**src/rtl/pd_gate_pkg.sv**
```systemverilog
package pd_gate_pkg;

    typedef enum logic [4:0] {
        ST_IDLE,
        ST_UP_AUX,
        ST_UP_WPWR,
        ST_UP_CLK,
        ST_UP_ISO,
        ST_UP_RST,
        ST_UP_SRAM,
        ST_UP_WSRAM,
        ST_UP_BUS,
        ST_DN_SRAM,
        ST_DN_WSRAM,
        ST_DN_ISO,
        ST_DN_RST,
        ST_DN_CLK,
        ST_DN_MAIN,
        ST_DN_AUX,
        ST_DN_WPWR,
        ST_FIN
    } seq_state_e;

    typedef struct packed {
        seq_state_e st;
        logic       pwr_main;
        logic       pwr_aux;
        logic       iso;
        logic       rst_n;
        logic       clk_off;
        logic       guard;
        logic       done;
        logic       err;
    } seq_regs_t;

    function automatic logic is_wait_state(seq_state_e s);
        return (s == ST_UP_WPWR) || (s == ST_UP_WSRAM) ||
               (s == ST_DN_WSRAM) || (s == ST_DN_WPWR);
    endfunction

endpackage

```
**src/rtl/pd_wait_timer.sv**
```systemverilog
module pd_wait_timer #(
    parameter int TIMEOUT_CYC = 125_000_000
) (
    input  logic clk,
    input  logic rst_n,
    input  logic run,
    output logic expired
);
    localparam int CW = (TIMEOUT_CYC < 2) ? 1 : $clog2(TIMEOUT_CYC + 1);
    localparam logic [CW-1:0] LIMIT = CW'(TIMEOUT_CYC - 1);

    logic [CW-1:0] cnt_d, cnt_q;

    always_comb begin
        cnt_d = cnt_q;
        if (!run) begin
            cnt_d = '0;
        end else if (cnt_q != LIMIT) begin
            cnt_d = cnt_q + 1'b1;
        end
    end

    always_ff @(posedge clk or negedge rst_n) begin
        if (!rst_n) begin
            cnt_q <= '0;
        end else begin
            cnt_q <= cnt_d;
        end
    end

    assign expired = run && (cnt_q == LIMIT);

endmodule

```
**src/rtl/pd_ack_eval.sv**
```systemverilog
module pd_ack_eval #(
    parameter int              SRAM_W        = 4,
    parameter logic [SRAM_W-1:0] SRAM_ACK_MASK = '1
) (
    input  logic              stat_ack_a,
    input  logic              stat_ack_b,
    input  logic [SRAM_W-1:0] sram_ack,
    output logic              pwr_is_on,
    output logic              pwr_is_off,
    output logic              sram_all_up,
    output logic              sram_all_down,
    output logic              sram_wait_used
);
    // a mixed pair is neither on nor off
    assign pwr_is_on  = stat_ack_a & stat_ack_b;
    assign pwr_is_off = ~stat_ack_a & ~stat_ack_b;

    generate
        if (SRAM_ACK_MASK == '0) begin : g_no_sram_ack
            assign sram_all_up    = 1'b1;
            assign sram_all_down  = 1'b1;
            assign sram_wait_used = 1'b0;
        end else begin : g_sram_ack
            logic [SRAM_W-1:0] masked;
            assign masked         = sram_ack & SRAM_ACK_MASK;
            assign sram_all_up    = (masked == '0);
            assign sram_all_down  = (masked == SRAM_ACK_MASK);
            assign sram_wait_used = 1'b1;
        end
    endgenerate

endmodule

```
**src/rtl/pd_gate_seq.sv**
```systemverilog
module pd_gate_seq
    import pd_gate_pkg::*;
#(
    parameter int                SRAM_W        = 4,
    parameter logic [SRAM_W-1:0] SRAM_ACK_MASK = '1,
    parameter int                TIMEOUT_CYC   = 125_000_000
) (
    input  logic              clk,
    input  logic              rst_n,
    input  logic              req_valid,
    input  logic              req_on,
    input  logic              stat_ack_a,
    input  logic              stat_ack_b,
    input  logic [SRAM_W-1:0] sram_ack,
    output logic              pwr_main,
    output logic              pwr_aux,
    output logic              iso_en,
    output logic              dom_rst_n,
    output logic              clk_off,
    output logic [SRAM_W-1:0] sram_pd,
    output logic              bus_guard,
    output logic              done,
    output logic              err
);
    localparam logic [SRAM_W-1:0] SRAM_ALL_PD = '1;

    seq_regs_t         r_d, r_q;
    logic [SRAM_W-1:0] sram_d, sram_q;

    logic pwr_is_on, pwr_is_off, sram_all_up, sram_all_down, sram_wait_used;
    logic wait_run, wait_expired;

    pd_ack_eval #(
        .SRAM_W        (SRAM_W),
        .SRAM_ACK_MASK (SRAM_ACK_MASK)
    ) u_ack_eval (
        .stat_ack_a     (stat_ack_a),
        .stat_ack_b     (stat_ack_b),
        .sram_ack       (sram_ack),
        .pwr_is_on      (pwr_is_on),
        .pwr_is_off     (pwr_is_off),
        .sram_all_up    (sram_all_up),
        .sram_all_down  (sram_all_down),
        .sram_wait_used (sram_wait_used)
    );

    assign wait_run = is_wait_state(r_q.st);

    pd_wait_timer #(
        .TIMEOUT_CYC (TIMEOUT_CYC)
    ) u_wait_timer (
        .clk     (clk),
        .rst_n   (rst_n),
        .run     (wait_run),
        .expired (wait_expired)
    );

    always_comb begin
        r_d      = r_q;
        sram_d   = sram_q;
        r_d.done = 1'b0;

        unique case (r_q.st)
            ST_IDLE: begin
                if (req_valid) begin
                    r_d.err = 1'b0;
                    if (req_on) begin
                        r_d.pwr_main = 1'b1;
                        r_d.st       = ST_UP_AUX;
                    end else begin
                        r_d.guard = 1'b1;
                        r_d.st    = ST_DN_SRAM;
                    end
                end
            end

            // ---------------- power-up ----------------
            ST_UP_AUX: begin
                r_d.pwr_aux = 1'b1;
                r_d.st      = ST_UP_WPWR;
            end
            ST_UP_WPWR: begin
                if (pwr_is_on) begin
                    r_d.st = ST_UP_CLK;
                end else if (wait_expired) begin
                    r_d.err = 1'b1;
                    r_d.st  = ST_IDLE;
                end
            end
            ST_UP_CLK: begin
                r_d.clk_off = 1'b0;
                r_d.st      = ST_UP_ISO;
            end
            ST_UP_ISO: begin
                r_d.iso = 1'b0;
                r_d.st  = ST_UP_RST;
            end
            ST_UP_RST: begin
                r_d.rst_n = 1'b1;
                r_d.st    = ST_UP_SRAM;
            end
            ST_UP_SRAM: begin
                sram_d = '0;
                r_d.st = sram_wait_used ? ST_UP_WSRAM : ST_UP_BUS;
            end
            ST_UP_WSRAM: begin
                if (sram_all_up) begin
                    r_d.st = ST_UP_BUS;
                end else if (wait_expired) begin
                    r_d.err = 1'b1;
                    r_d.st  = ST_IDLE;
                end
            end
            ST_UP_BUS: begin
                r_d.guard = 1'b0;
                r_d.st    = ST_FIN;
            end

            // ---------------- power-down ----------------
            ST_DN_SRAM: begin
                sram_d = SRAM_ALL_PD;
                r_d.st = sram_wait_used ? ST_DN_WSRAM : ST_DN_ISO;
            end
            ST_DN_WSRAM: begin
                if (sram_all_down) begin
                    r_d.st = ST_DN_ISO;
                end else if (wait_expired) begin
                    r_d.err = 1'b1;
                    r_d.st  = ST_IDLE;
                end
            end
            ST_DN_ISO: begin
                r_d.iso = 1'b1;
                r_d.st  = ST_DN_RST;
            end
            ST_DN_RST: begin
                r_d.rst_n = 1'b0;
                r_d.st    = ST_DN_CLK;
            end
            ST_DN_CLK: begin
                r_d.clk_off = 1'b1;
                r_d.st      = ST_DN_MAIN;
            end
            ST_DN_MAIN: begin
                r_d.pwr_main = 1'b0;
                r_d.st       = ST_DN_AUX;
            end
            ST_DN_AUX: begin
                r_d.pwr_aux = 1'b0;
                r_d.st      = ST_DN_WPWR;
            end
            ST_DN_WPWR: begin
                if (pwr_is_off) begin
                    r_d.st = ST_FIN;
                end else if (wait_expired) begin
                    r_d.err = 1'b1;
                    r_d.st  = ST_IDLE;
                end
            end

            ST_FIN: begin
                r_d.done = 1'b1;
                r_d.st   = ST_IDLE;
            end

            default: begin
                r_d.st = ST_IDLE;
            end
        endcase
    end

    always_ff @(posedge clk or negedge rst_n) begin
        if (!rst_n) begin
            r_q.st       <= ST_IDLE;
            r_q.pwr_main <= 1'b0;
            r_q.pwr_aux  <= 1'b0;
            r_q.iso      <= 1'b1;
            r_q.rst_n    <= 1'b0;
            r_q.clk_off  <= 1'b1;
            r_q.guard    <= 1'b1;
            r_q.done     <= 1'b0;
            r_q.err      <= 1'b0;
            sram_q       <= SRAM_ALL_PD;
        end else begin
            r_q    <= r_d;
            sram_q <= sram_d;
        end
    end

    assign pwr_main  = r_q.pwr_main;
    assign pwr_aux   = r_q.pwr_aux;
    assign iso_en    = r_q.iso;
    assign dom_rst_n = r_q.rst_n;
    assign clk_off   = r_q.clk_off;
    assign sram_pd   = sram_q;
    assign bus_guard = r_q.guard;
    assign done      = r_q.done;
    assign err       = r_q.err;

endmodule

```
**config.mk**
```make
export PLATFORM = sky130hd
export DESIGN_NAME = pd_gate_seq
export DESIGN_NICKNAME = d
export VERILOG_FILES = /design/src/rtl/pd_gate_pkg.sv /design/src/rtl/pd_wait_timer.sv /design/src/rtl/pd_ack_eval.sv /design/src/rtl/pd_gate_seq.sv
export SDC_FILE = /design/constraint.sdc
export NUM_CORES = 1
export LEC_CHECK = 0
export BUFFER_PORTS_ARGS = -buffer_cell sky130_fd_sc_hd__buf_2
export CAP_MARGIN = 0
export CORE_ASPECT_RATIO = 0.5
export CORE_UTILIZATION = 40
export CTS_CLUSTER_SIZE = 8
export DETAILED_ROUTE_END_ITERATION = 10
export PLACE_DENSITY = 0.56
export SLEW_MARGIN = 20
export SYNTH_ARGS = -nofsm -noshare
export SYNTH_HDL_FRONTEND = slang
export SYNTH_HIERARCHICAL = 1
export SYNTH_SLANG_ARGS = --single-unit
```
**constraint.sdc**
```tcl
create_clock -name clk -period 3.55 [get_ports clk]
set_input_delay 0.355 -clock clk [delete_from_list [all_inputs] [get_ports clk]]
set_output_delay 0.355 -clock clk [all_outputs]
set_load 0.03 [all_outputs]
```
Word-level counts from Yosys, hierarchy flattened:

Cells that the tools add are included.

* bits in registers: 44
* output and inout bits: 12

* $add $sub $neg: 1
* eq/ne operators: 28
* mux-type cells: 28
* bitwise gates (word level): 4
* reductions and logical operators: 17

Operators by type and width (number)
* $pmux 5 s17: 1
* $mux 27: 2
* $eq 5x4->1 const B: 8
* $add 27x1->27 const B: 1
* $eq 27x27->1 const B: 1
* $ne 27x27->1 const B: 1
* $mux 5: 5
* $eq 5x3->1 const B: 4
* $ne 2x2->1 const B: 8
* $reduce_bool 2->1: 7
* $pmux 1 s2: 6
* $eq 5x2->1 const B: 2
* $eq 5x5->1 const B: 2
* $mux 1: 10
* $pmux 4 s2: 1
* $mux 6: 1
* $reduce_and 3->1: 2
* $reduce_and 6->1: 1
* $eq 5x1->1 const B: 1
* $logic_not 5->1: 1
* $pmux 1 s5: 1
* $reduce_bool 5->1: 1
* $eq 4x4->1 const B: 1
* $logic_not 4->1: 1
* other kinds (5): 9

Depth between registers and ports, before layout:

* depth in word-level cells: 8
* gate-level depth with buffers: 9
* mapped depth without buffers: 8

Hierarchy:

Netlist, hierarchy kept.

Modules (own cells, without submodules)
* pd_wait_timer: times used 1, cells an instance 151, area an instance 1550.2 um2
* pd_gate_seq: times used 1, cells an instance 120, area an instance 980.9 um2
* pd_ack_eval: times used 1, cells an instance 6, area an instance 43.8 um2

Least setup slack after synthesis:

OpenSTA, ideal clock, no wires.

* path type: register to register
* from: register u_wait_timer.cnt_q[0]
* to: register r_q[11] (netlist name)
* arrival: 2.042 ns
* required time: 3.414 ns
* setup slack: 1.372 ns
* stages on the path, launching flop included: 10
* path buffers: 1
* clock period less this slack: 2.178 ns
* cell sequence: dfrtp_1 ha_1 and4bb_1 nand4_4 nor4_4 buf_6 and2_1 o21ai_0 o211ai_1 a311oi_1

* cells in the longest elaborated chain, start to end: 5
* elaborated cells between the ends (all ways): 8
* those cells by class: eq/ne (1); mux (6); reduce/logical (1)

Ends and longest elaborated chain
* start, declared: RTL line pd_wait_timer.sv:12 `logic [CW-1:0] cnt_d, cnt_q;`
* start signal, assigned: RTL line pd_wait_timer.sv:27 `cnt_q <= cnt_d;`
* $eq 27x27->1 (*): RTL line pd_wait_timer.sv:31 `assign expired = run && (cnt_q == LIMIT);`
* $logic_and 1x1->1 (*): RTL line pd_wait_timer.sv:31
* via wait_expired: RTL line pd_gate_seq.sv:31 `logic wait_run, wait_expired;`
* $mux 5 (*)
* $mux 5, on equally long branches
* $pmux 5 s17 (*)
* end signal, assigned: RTL line pd_gate_seq.sv:185 `r_q <= r_d;`
* end, declared: RTL line pd_gate_seq.sv:27 `seq_regs_t r_d, r_q;`

Mark *: on every way through the listed nets, which the timed path passes. The rest lies on a longest branch.
A chain may end at the register's enable or synchronous reset.

Final worst setup path:

* from: register r_q[10] (netlist name)
* to: register r_q[11] (netlist name)

* cells in the longest elaborated chain, start to end: 8
* elaborated cells between the ends (all ways): 28
* those cells by class: eq/ne (17); mux (6); reduce/logical (5)

Ends and longest elaborated chain
* $eq 5x2->1 or $eq 5x3->1 (tied branches): RTL line pd_gate_pkg.sv:37 `return (s == ST_UP_WPWR) || (s == ST_UP_WSRAM) ||`
* $logic_or 1x1->1 (2 in series): RTL line pd_gate_pkg.sv:37
* $logic_or 1x1->1 (*): RTL line pd_gate_pkg.sv:38 `(s == ST_DN_WSRAM) || (s == ST_DN_WPWR);`
* via wait_run: RTL line pd_gate_seq.sv:31
* $logic_and 1x1->1 (*): RTL line pd_wait_timer.sv:31
* via wait_expired: RTL line pd_gate_seq.sv:31
* $mux 5 (*)
* $mux 5, on equally long branches
* $pmux 5 s17 (*): RTL line pd_gate_seq.sv:63 `unique case (r_q.st)`

Marked as above.

==> flow_metrics.env <==
export IMPL_insertion_delay_ps=290
export IMPL_synthDistinctLibCells=61
export IMPL_dieArea_um2=6780
export IMPL_instances_no_fill=382
export IMPL_h_tree_depth=2
export IMPL_r2r_cells=6
export IMPL_final_layout_size_suffix_gt1_share_pct=18.7
export IMPL_synth_edf_count=0
export IMPL_synth_seq_area_share_pct=40.0
export IMPL_ir_drop_mv=0.430
export IMPL_yosys_warnings=6
export IMPL_cap_viol_max_count=0
export IMPL_grt_usage_pct=18.6
export IMPL_crit_chain="nand2b_1 > o2bb2ai_1 > and2_1 > o21ai_0 > o211ai_1 > a311oi_1"
export IMPL_reg2reg_to="r_q[11]"
export IMPL_crit_type="register to register"
export IMPL_start_util_pct=42.0
export IMPL_power_density_nw_per_um2=648
export IMPL_r2r_start="r_q[10]"
export IMPL_hold_buffers=0
export IMPL_diodes=0
export IMPL_cp_num_buf_inv=0
export IMPL_dp_cells=374
export IMPL_gr_total_overflow=0
export IMPL_fp_dieH_um=58.7
export IMPL_rsz0062_at_grt="no"
export IMPL_core_um2=6130
export IMPL_required_ps=3700
export IMPL_synthesis_area_um2=2570
export IMPL_synth_flop_cell="dfrtp_1"
export IMPL_worstHoldPathType="primary input to asynchronous set/reset pin"
export IMPL_tightest_slew_ps=1030
export IMPL_post_cts_resized=0
export IMPL_grt_pass1_wl_um=9670
export IMPL_cp_start_kind="register"
export IMPL_final_max_slew_viol_count=0
export IMPL_crit_family="compound AO/OA/AOI/OAI gates"
export IMPL_drt_wl_total_um=5670
export IMPL_period_needed_ps=2590
export IMPL_synthArstFlopShare_pct=100
export IMPL_slew_headroom_pct=31.5
export IMPL_numPortBuffers=21
export IMPL_power_leakage_nw=1.21
export IMPL_postCtsSetupBuffers=0
export IMPL_ys_ff_latch=41
export IMPL_antenna_found_initial=0
export IMPL_finalClockSkew_ps=6.24
export IMPL_status="completed"
export IMPL_drtAntennaViolNets=0
export IMPL_numCtsBuffers=5
export IMPL_fmax_ghz=0.385
export IMPL_cts_num_sinks=41
export IMPL_vias=2080
export IMPL_drt_iter0_markers=94
export IMPL_synth_nets=289
export IMPL_syn_to_final_growth_pct=12.1
export IMPL_crit_fanout=19
export IMPL_synth_top_area_cell="dfrtp_1"
export IMPL_cts_tree="done"
export IMPL_regToRegSetupSlack_ps=960
export IMPL_end_kind="register"
export IMPL_setup_viol=0
export IMPL_wire_per_inst_um=14.9
export IMPL_grt_pass1_vias=2032
export IMPL_globalplace_congestion=0.889
export IMPL_num_rows=20
export IMPL_path_clk_slew_ps=60
export IMPL_fin_nets=305
export IMPL_grt_max_degree=42
export IMPL_syn_avg_cell_area_um2=9.30
export IMPL_syn_instance_count=277
export IMPL_cts_root_buf="clkbuf_16"
export IMPL_cp_arrival_ps=2740
export IMPL_nFillCells=589
export IMPL_die_x_um=115
export IMPL_synth_most_common_cell="dfrtp_1"
export IMPL_firstDrtPassIters=4
export IMPL_netlist_top_cells_area="dfrtp_1, and2_1, xnor2_1, dfstp_2, nand2_1"
export IMPL_synth_top_cell_area_share_pct=36.0
export IMPL_dp_hpwl_um=3950
export IMPL_total_power_w=0.00187
export IMPL_synthTopCellsByCount="dfrtp_1, nand2_1, and2_1, nor2_1, nand3_1"
export IMPL_cp_slowest_cell="o2bb2ai_1"
export IMPL_drcViolationCount=0
export IMPL_tns_ps=0
export IMPL_via_per_inst=5.45
export IMPL_finalHoldViolations=0
export IMPL_max_stage_delay_ps=850
export IMPL_ios=22
export IMPL_clock_path_buffers=2
export IMPL_fin_crit_sh_pct=73.1
layout by cell type (no fill, tap or decap), types with 7 or more instances in the layout:
master	instances
and2_1	20
nand2_1	21
dfrtp_1	37
nand2b_1	8
a21oi_1	10
xnor2_1	14
buf_2	21
nand3_1	15
inv_1	10
nor2_1	16
nor3_1	7
o21ai_0	13
registers in the layout, indices dropped and copies added (netlist names):
register,count
sram_pd,1
clk_off,1
dom_rst_n,1
u_wait_timer/cnt_q,27
pwr_main,1
r_q,5
done,1
pwr_aux,1
err,1
iso_en,1
bus_guard,1
final cells by class:
type                       instances  area (um^2)  share of cell area (%)
tap                               88          110                    3.82
clock inverter                     1         8.76                   0.304
clock buffer                       7          153                    5.29
sequential                        41         1030                    35.7
timing repair buffer              24          128                    4.42
inverter                          10         37.5                    1.30
multi-input combinational        211         1420                    49.1
layer usage:
layer	global-route usage, %	up-vias	share of wire (%)
li1	-	1035	-
met2	29.9	46	46
met1	24.3	992	48
met4	6.68	0	1.2
met3	5.05	7	5.1
met5	0	-	0
kinds of logic (layout without fill, tap and decap cells):
kind of cell	after synthesis	after routing	share of synthesized area, %
AOI/OAI and AO/OA	53	53	13.9
xor gates and xnor gates	18	18	6.12
adders and majority gates	2	2	0.972
buffers and inverters	25	42	4.91
DFF	41	41	40.0
muxes	2	2	0.826
other	1	1	0.146
and+or+nand+nor	135	135	33.1
power by group:
group	internal (W)	switching [W]	leakage [nW]
clock	0.000302	0.000198	0.0805
sequential	0.000550	0.000137	0.541
combinational	0.000261	0.000424	0.594
total	0.00111	0.000758	1.21
worst reg2reg max path: stages (launching register included):
cell and delay (ps):
dfrtp_1 690, nand2b_1 210, o2bb2ai_1 850, and2_1 350, o21ai_0 140, o211ai_1 110, a311oi_1 100
stage by stage:
stage                     area [um^2]  setup slack, ps  hold WS, ps  utilization, %
final                            2890              955          201            47.1
after global routing             2890              680          294            47.1
after CTS                        2890              965          243            47.1
after detailed placement         2720              996          454            44.4
after global placement           2720             1110          453            44.4
after floorplan                  2570             1370         59.4               -
worst max path at each step:
stage	cells after the start	start	to	slack, ps
2_1_floorplan	9	u_wait_timer/cnt_q[0]	r_q[11]	1370
3_3_place_gp	6	r_q[10]	r_q[11]	1110
3_5_place_dp	6	r_q[10]	r_q[11]	1000
4_1_cts	6	r_q[10]	r_q[11]	960
5_1_grt	6	r_q[10]	r_q[11]	680
6_report	6	r_q[10]	r_q[11]	960
No activity file was read; power rests on OpenSTA's default activity.
